### src/rtl/stopclk_pkg.sv
package stopclk_pkg;

    localparam int unsigned NUM_STATES = 8;

    typedef enum logic [2:0] {
        ST_RUN      = 3'd0,
        ST_WAIT_BND = 3'd1,
        ST_FLUSH    = 3'd2,
        ST_DRAIN    = 3'd3,
        ST_ACK      = 3'd4,
        ST_WAIT_RDY = 3'd5,
        ST_GRANT    = 3'd6,
        ST_CLKOFF   = 3'd7
    } seq_state_e;

    typedef struct packed {
        seq_state_e st;
        logic       rdy_seen;
        logic       wbe_seen;
        logic       err;
    } seq_regs_t;

endpackage

### src/rtl/stopclk_sync.sv
module stopclk_sync #(
    parameter int unsigned STAGES = 2
) (
    input  logic clk,
    input  logic rst_n,
    input  logic d_i,
    output logic q_o
);
    logic [STAGES-1:0] pipe_d, pipe_q;

    always_comb begin
        pipe_d = {pipe_q[STAGES-2:0], d_i};
    end

    always_ff @(posedge clk or negedge rst_n) begin
        if (!rst_n) pipe_q <= '0;
        else        pipe_q <= pipe_d;
    end

    assign q_o = pipe_q[STAGES-1];
endmodule

### src/rtl/stopclk_qual.sv
module stopclk_qual #(
    parameter int unsigned MIN_PULSE = 2
) (
    input  logic clk,
    input  logic rst_n,
    input  logic level_i,
    output logic valid_o
);
    localparam int unsigned CW = $clog2(MIN_PULSE + 1);
    localparam logic [CW-1:0] LIM = CW'(MIN_PULSE);

    logic [CW-1:0] cnt_d, cnt_q;

    always_comb begin
        if (!level_i)          cnt_d = '0;
        else if (cnt_q != LIM) cnt_d = cnt_q + 1'b1;
        else                   cnt_d = cnt_q;
    end

    always_ff @(posedge clk or negedge rst_n) begin
        if (!rst_n) cnt_q <= '0;
        else        cnt_q <= cnt_d;
    end

    assign valid_o = (cnt_q == LIM);
endmodule

### src/rtl/stopclk_fsm.sv
module stopclk_fsm
    import stopclk_pkg::*;
(
    input  logic       clk,
    input  logic       rst_n,
    input  logic       req_level,
    input  logic       req_valid,
    input  logic       insn_boundary,
    input  logic       flush_done,
    input  logic       bus_idle,
    input  logic       ack_ready,
    input  logic       wrbuf_empty,
    input  logic       wrbuf_ignore,
    input  logic       bus_clk_running,
    output seq_state_e state_o,
    output logic       err_o
);
    seq_regs_t d, q;
    logic      recog;
    logic      in_seq;
    logic      rdy_now;
    logic      wbe_now;

    always_comb begin
        d       = q;
        rdy_now = q.rdy_seen | ack_ready;
        wbe_now = q.wbe_seen | wrbuf_empty | wrbuf_ignore;
        recog   = (q.st == ST_WAIT_RDY) && rdy_now;
        in_seq  = (q.st != ST_RUN) && (q.st != ST_GRANT) && (q.st != ST_CLKOFF);

        // withdrawal before the acknowledge completes is a violation
        if (in_seq && !recog && !req_level) d.err = 1'b1;

        case (q.st)
            ST_RUN:      if (req_valid)     d.st = ST_WAIT_BND;
            ST_WAIT_BND: if (insn_boundary) d.st = ST_FLUSH;
            ST_FLUSH:    if (flush_done)    d.st = ST_DRAIN;
            ST_DRAIN:    if (bus_idle)      d.st = ST_ACK;
            ST_ACK:                         d.st = ST_WAIT_RDY;
            ST_WAIT_RDY: begin
                if (rdy_now && wbe_now) begin
                    d.st       = ST_GRANT;
                    d.rdy_seen = 1'b0;
                    d.wbe_seen = 1'b0;
                end else begin
                    d.rdy_seen = rdy_now;
                    d.wbe_seen = wbe_now;
                end
            end
            ST_GRANT: begin
                if (!req_level)            d.st = ST_RUN;
                else if (!bus_clk_running) d.st = ST_CLKOFF;
            end
            ST_CLKOFF:   if (bus_clk_running) d.st = ST_GRANT;
            default:                          d.st = ST_RUN;
        endcase
    end

    always_ff @(posedge clk or negedge rst_n) begin
        if (!rst_n) q <= '{st: ST_RUN, rdy_seen: 1'b0, wbe_seen: 1'b0, err: 1'b0};
        else        q <= d;
    end

    assign state_o = q.st;
    assign err_o   = q.err;
endmodule

### src/rtl/stopclk_seq.sv
module stopclk_seq
    import stopclk_pkg::*;
#(
    parameter int unsigned SYNC_STAGES = 2,
    parameter int unsigned MIN_PULSE   = 2
) (
    input  logic                  clk,
    input  logic                  rst_n,
    input  logic                  stop_req_n,
    input  logic                  insn_boundary,
    output logic                  flush_req,
    input  logic                  flush_done,
    input  logic                  bus_idle,
    output logic                  ack_issue,
    input  logic                  ack_ready,
    input  logic                  wrbuf_empty,
    input  logic                  wrbuf_ignore,
    input  logic                  bus_clk_running,
    output logic                  core_clk_en,
    output logic [NUM_STATES-1:0] state_onehot,
    output logic                  proto_err
);
    logic       req_sync;
    logic       req_valid;
    seq_state_e cur_state;

    stopclk_sync #(.STAGES(SYNC_STAGES)) u_sync (
        .clk   (clk),
        .rst_n (rst_n),
        .d_i   (~stop_req_n),
        .q_o   (req_sync)
    );

    stopclk_qual #(.MIN_PULSE(MIN_PULSE)) u_qual (
        .clk     (clk),
        .rst_n   (rst_n),
        .level_i (req_sync),
        .valid_o (req_valid)
    );

    stopclk_fsm u_fsm (
        .clk             (clk),
        .rst_n           (rst_n),
        .req_level       (req_sync),
        .req_valid       (req_valid),
        .insn_boundary   (insn_boundary),
        .flush_done      (flush_done),
        .bus_idle        (bus_idle),
        .ack_ready       (ack_ready),
        .wrbuf_empty     (wrbuf_empty),
        .wrbuf_ignore    (wrbuf_ignore),
        .bus_clk_running (bus_clk_running),
        .state_o         (cur_state),
        .err_o           (proto_err)
    );

    for (genvar g = 0; g < NUM_STATES; g++) begin : g_onehot
        assign state_onehot[g] = (cur_state == seq_state_e'(g));
    end

    assign flush_req   = (cur_state == ST_FLUSH);
    assign ack_issue   = (cur_state == ST_ACK);
    assign core_clk_en = !((cur_state == ST_GRANT) || (cur_state == ST_CLKOFF));
endmodule

### config.mk
export PLATFORM = sky130hd
export DESIGN_NAME = stopclk_seq
export DESIGN_NICKNAME = d
export VERILOG_FILES = /design/src/rtl/stopclk_pkg.sv /design/src/rtl/stopclk_sync.sv /design/src/rtl/stopclk_qual.sv /design/src/rtl/stopclk_fsm.sv /design/src/rtl/stopclk_seq.sv
export SDC_FILE = /design/constraint.sdc
export NUM_CORES = 1
export LEC_CHECK = 0
export BUFFER_PORTS_ARGS = -buffer_cell sky130_fd_sc_hd__buf_4
export CORE_AREA = 2 2 39 41
export CTS_BUF_LIST = sky130_fd_sc_hd__clkbuf_16
export CTS_CLUSTER_DIAMETER = 40
export DETAILED_ROUTE_END_ITERATION = 12
export DIE_AREA = 0 0 41 43
export GPL_ROUTABILITY_DRIVEN = 0
export PLACE_DENSITY = 0.79
export SETUP_SLACK_MARGIN = 0.02
export SLEW_MARGIN = 20
export SYNTH_ARGS = -nofsm -noshare
export SYNTH_HDL_FRONTEND = slang
export SYNTH_SLANG_ARGS = --single-unit
### constraint.sdc
create_clock -name clk -period 1.9 [get_ports clk]
set_clock_uncertainty 0.05 [all_clocks]
set_input_delay 0.095 -clock clk [delete_from_list [all_inputs] [get_ports clk]]
set_output_delay 0.095 -clock clk [all_outputs]
set_load 0.01 [all_outputs]
* Word-level counts from Yosys, hierarchy flattened
Cells that the tools add are included.
Cells by class: bitwise gates (word level) 4, reduce and logical (&&, ||, !) cells 13, mux-type cells 12, equality and inequality tests 19, add/subtract/negate cells 1
Operators with widths (count):
- $mux 3 | 8
- $pmux 3 s8 | 1
- $eq 3x3->1 const B | 4
- $ne 3x3->1 const B | 3
- $ne 2x1->1 const B | 4
- $ne 2x2->1 const B | 4
- $reduce_and 7->1 | 1
- $eq 3x2->1 const B | 2
- $logic_and 1x1->1 | 6
- $mux 2 | 3
- $eq 3x1->1 const B | 1
- $logic_not 1->1 | 3
- $logic_not 3->1 | 1
- $or 1x1->1 | 3
- $reduce_bool 3->1 | 1
- $add 2x1->2 const B | 1
- $eq 2x2->1 const B | 1
- $logic_or 1x1->1 | 1
- $not 1->1 | 1
Storage, ports and cells: register bits 10, logic and storage cells 55, input bits 10, output and inout port bits 12

* Longest topological paths before layout
depth after elaboration 5, gate-level depth with buffers 5, depth with buffers taken out 5

* Modules after synthesis
Synthesis repeated with hierarchy kept, for this count alone.
Second synthesis, totals: cell total of the unflattened synthesis 63, area total of the unflattened synthesis 625.6 um^2
Modules (own cells, without submodules):
- stopclk_fsm | instances 1, seq. area each 150.1 um^2, cells each 40, area an instance 385.4 um^2
- stopclk_qual | instances 1, seq. area each 50.0 um^2, cells each 9, area an instance 102.6 um^2
- stopclk_seq | instances 1, seq. area each 0.0 um^2, cells each 12, area an instance 87.6 um^2
- stopclk_sync | instances 1, seq. area each 50.0 um^2, cells each 2, area an instance 50.0 um^2

* Worst setup path before layout
Ideal clock, no wire load.
path type register to register, start point register u_qual.cnt_q[0], end point register u_fsm.q, in the netlist u_fsm.state_o[0], library setup time 123 ps, cell stages (with the launch flop) 6, setup slack 523 ps, buffers on the path 0, data required time 1727 ps, clock period less this slack 1377 ps, arrival time 1205 ps, cell sequence dfrtp_1 > inv_1 > ha_1 > or3_1 > o21a_1 > o221a_1
Between the ends: longest elaborated chain between the ends 3
RTL lines:
- start, declared | RTL line stopclk_qual.sv:12 | logic [CW-1:0] cnt_d, cnt_q;
- start signal, assigned | RTL line stopclk_qual.sv:22 | else cnt_q <= cnt_d;
- $eq 2x2->1 | RTL line stopclk_qual.sv:25 | assign valid_o = (cnt_q == LIM);
- $ne 2x1->1 (no line)
- $reduce_and 7->1 (no line)
- end signal, assigned | RTL line stopclk_fsm.sv:60 | if (!rst_n) q <= '{st: ST_RUN, rdy_seen: 1'b0, wbe_seen: 1'b0, err: 1'b0};
- end, declared | RTL line stopclk_fsm.sv:18 | seq_regs_t d, q;
No other way between the ends. A chain may end at the register's enable or synchronous reset.

* Worst setup path after layout
start point register u_fsm.q, in the netlist u_fsm.state_o[2], end point output state_onehot[4]
Between the ends: longest elaborated chain between the ends 1
RTL lines:
- $eq 3x3->1 | RTL line stopclk_seq.sv:58 | assign state_onehot[g] = (cur_state == seq_state_e'(g));
- end, declared | RTL line stopclk_seq.sv:20 | output logic [NUM_STATES-1:0] state_onehot,
No other way between the ends.

==> run metrics <==
Synth area leaders=dfrtp_1, a21oi_1, buf_4, o21ai_0, a21boi_4; root buf cell=clkbuf_16; Post-DRT Antenna Nets=0; critical path endpoint category=output pin; Worst Reg-to-Reg Cells=3; post-synthesis area per instance=9.53 sq um; HPWL reported at the end of detailed placement=858 microns; Finish-stage setup viols=0; antenna cell count=0; mapped cell area=591 sq um; Slew Viols, Final=0; hold_ws=132 ps; FF+latch count, synth=10; Design Power=0.00132 W; Static Leak=0.388 nW; area of the multi-input gates=282 sq um; Total Wirelength=1190 microns; Yosys cell types=28; register area=250 sq um; RSZ-0062 raised after global routing=no; final-report hold violation count=0; post-synth top area share=42.4%; worst hold path type=in -> reg; routed via count=498; total track usage=15.3%; first-pass GRT wire length=1780 microns; layout cells sized above 1=35.4%; Syn. warnings=0; core area=0.00138 sq mm; # rows=14; Mapped Nets=73; status=completed; die width=41 microns; WP data arrival=1350 ps; Pwr Density=1610 mW/mm^2; period utilization=78.7%; fmax=669 MHz; Placed Instance Area=724 sq um; Tightest Pin Transition=408 ps; max_slew headroom=72.8%; Worst Setup Start Kind=flop; area grow syn2layout=38.8%; crit path time final=1490 ps; IO Pins=22; largest net degree at the start of global routing=17; DR DRC count=0; clk_lat worst skew=230 ps; Seq/Total Area, Yosys=42.4%; Clock Sink Count=10; Place WS=423 ps; H-tree Lvls=1; Worst Path Required=1750 ps; cts bufs inserted=3; kind of critical path=reg -> out; WL/cell=12.1 microns; vias in the first global route=428; r2r setup slk=430 ps; Via-to-Cell Ratio=5.08; slack of the critical path=406 ps; Crit. Startpoint=u_fsm.state_o[2]; Die Ht=43 microns; Nets=95; fin area=820 sq um; FF-to-FF Start=u_fsm.state_o[1]; Synth area leader=dfrtp_1; setup TNS=0 ps; reg-to-reg endpoint=u_fsm.state_o[0]; GRT Residual Overflow=0; Max-Cap Viols=0; CP Max Fanout=11; number of fillers in the final layout=119; setup bufs post-CTS=0; crit path capture=state_onehot[4]; Initial Util=42.7%; Initial DRC Count=3; Pre-antenna DRT Iters=2; PostCTS Resize Cnt=0; Gate Count Post-Synth=62; clock tree buffer depth=2; worst vdd ir=0.000766 V; CTS clk-pin slew, worst paths=40 ps; TritonCTS clock tree=done; initial antenna violation count=0; die area=0.00176 sq mm; Port-buffer cells=21
-- sequential cells by signal, summed over array words and instances, names as in the netlist --
register       cells
u_fsm.err_o        1
u_fsm.q            2
u_fsm.state_o      3
u_qual.cnt_q       2
u_sync.pipe_q      2
-- critical path, cell delays in order (launching register included) --
cell	delay, ps
dfrtp_1	520
inv_1	170
nor3_1	260
buf_4	170
-- cell usage after synthesis --
| cell type | instances |
|---|---|
| dfrtp_1 | 10 |
| a21oi_1 | 5 |
| inv_1 | 4 |
| nor2_1 | 4 |
| o21ai_0 | 4 |
| and3_1 | 3 |
| buf_4 | 3 |
| nor3_1 | 3 |
| and2_1 | 2 |
| buf_2 | 2 |
| nand2_1 | 2 |
| o21a_1 | 2 |
| or2_2 | 2 |
| or3_1 | 2 |
| a21boi_4 | 1 |
| a21o_1 | 1 |
| a221oi_2 | 1 |
| and3b_1 | 1 |
| buf_6 | 1 |
| ha_1 | 1 |
| mux2_2 | 1 |
| nand3_1 | 1 |
| nor2b_1 | 1 |
| o211ai_1 | 1 |
| o221a_1 | 1 |
| o221ai_1 | 1 |
| o22ai_1 | 1 |
| xnor2_1 | 1 |
-- placed cells by master (no fill, tap or decap), types with 2 or more instances in the layout --
master,Yosys,layout
clkbuf_16,0,3
dfrtp_1,10,10
or3_1,2,2
dlygate4sd3_1,0,2
o21ai_0,4,4
o21a_1,2,2
and3_1,3,3
nor2_1,4,4
a21oi_1,5,5
or2_2,2,2
and2_1,2,2
buf_4,3,21
nor3_1,3,3
inv_1,4,4
nand2_1,2,2
-- report_power, final --
part	internal [W]	switching (W)	leakage (nW)	total [W]
clock	0.000272	0.0000849	0.0370	0.000357
combinational	0.000296	0.000263	0.236	0.000560
sequential	0.000285	0.000115	0.115	0.000400
-- routing by layer --
layer  global-route usage (%)  vias to the layer above  share of wire, %
li1                         -                      257                 -
met1                     19.0                      231                44
met2                     22.8                       10                52
met3                     9.42                        0               4.7
met4                     2.00                        0                 0
met5                        0                        -                 0
-- timing repair --
item | 4_1_cts | 5_1_grt
hold buffers | 2 | 0
endpoints found under the setup margin | 0 | 0
endpoints found under the hold margin | 11 | 0
-- metrics by stage --
step / instances / utilization (%)
final: 98 / 59.2
after global routing: 98 / 59.2
after CTS: 98 / 59.2
after detailed placement: 93 / 52.4
after global placement: 93 / 52.4
after floorplan: 62 / -
-- cells by family after synthesis --
family,share of synthesized area [%]
AOI/OAI and AO/OA,22.9
xor gates and xnor gates,1.48
adders and majority gates,2.12
buffers and inverters,9.96
DFF,42.4
muxes,1.91
and+or+nand+nor,19.3
-- layout make-up --
type / instances / share of cell area, %
flip-flops and latches: 10 / 30.5
well taps: 16 / 2.44
multi-input cells: 42 / 34.4
inverters: 4 / 1.83
repair buffers: 23 / 21.7
clock buffers: 3 / 9.16
-- worst min path at each step --
stage | from | endpoint | slack, ps | depth (start not counted)
after floorplan | rst_n | u_fsm.err_o | -250 | 0
after global placement | rst_n | u_fsm.q[1] | -120 | 1
after detailed placement | rst_n | u_fsm.q[1] | -120 | 1
after CTS | ack_ready | u_fsm.q[2] | 130 | 3
after global routing | ack_ready | u_fsm.q[2] | 140 | 3
final | ack_ready | u_fsm.q[2] | 130 | 3
Power figures use the tool's default switching activity.
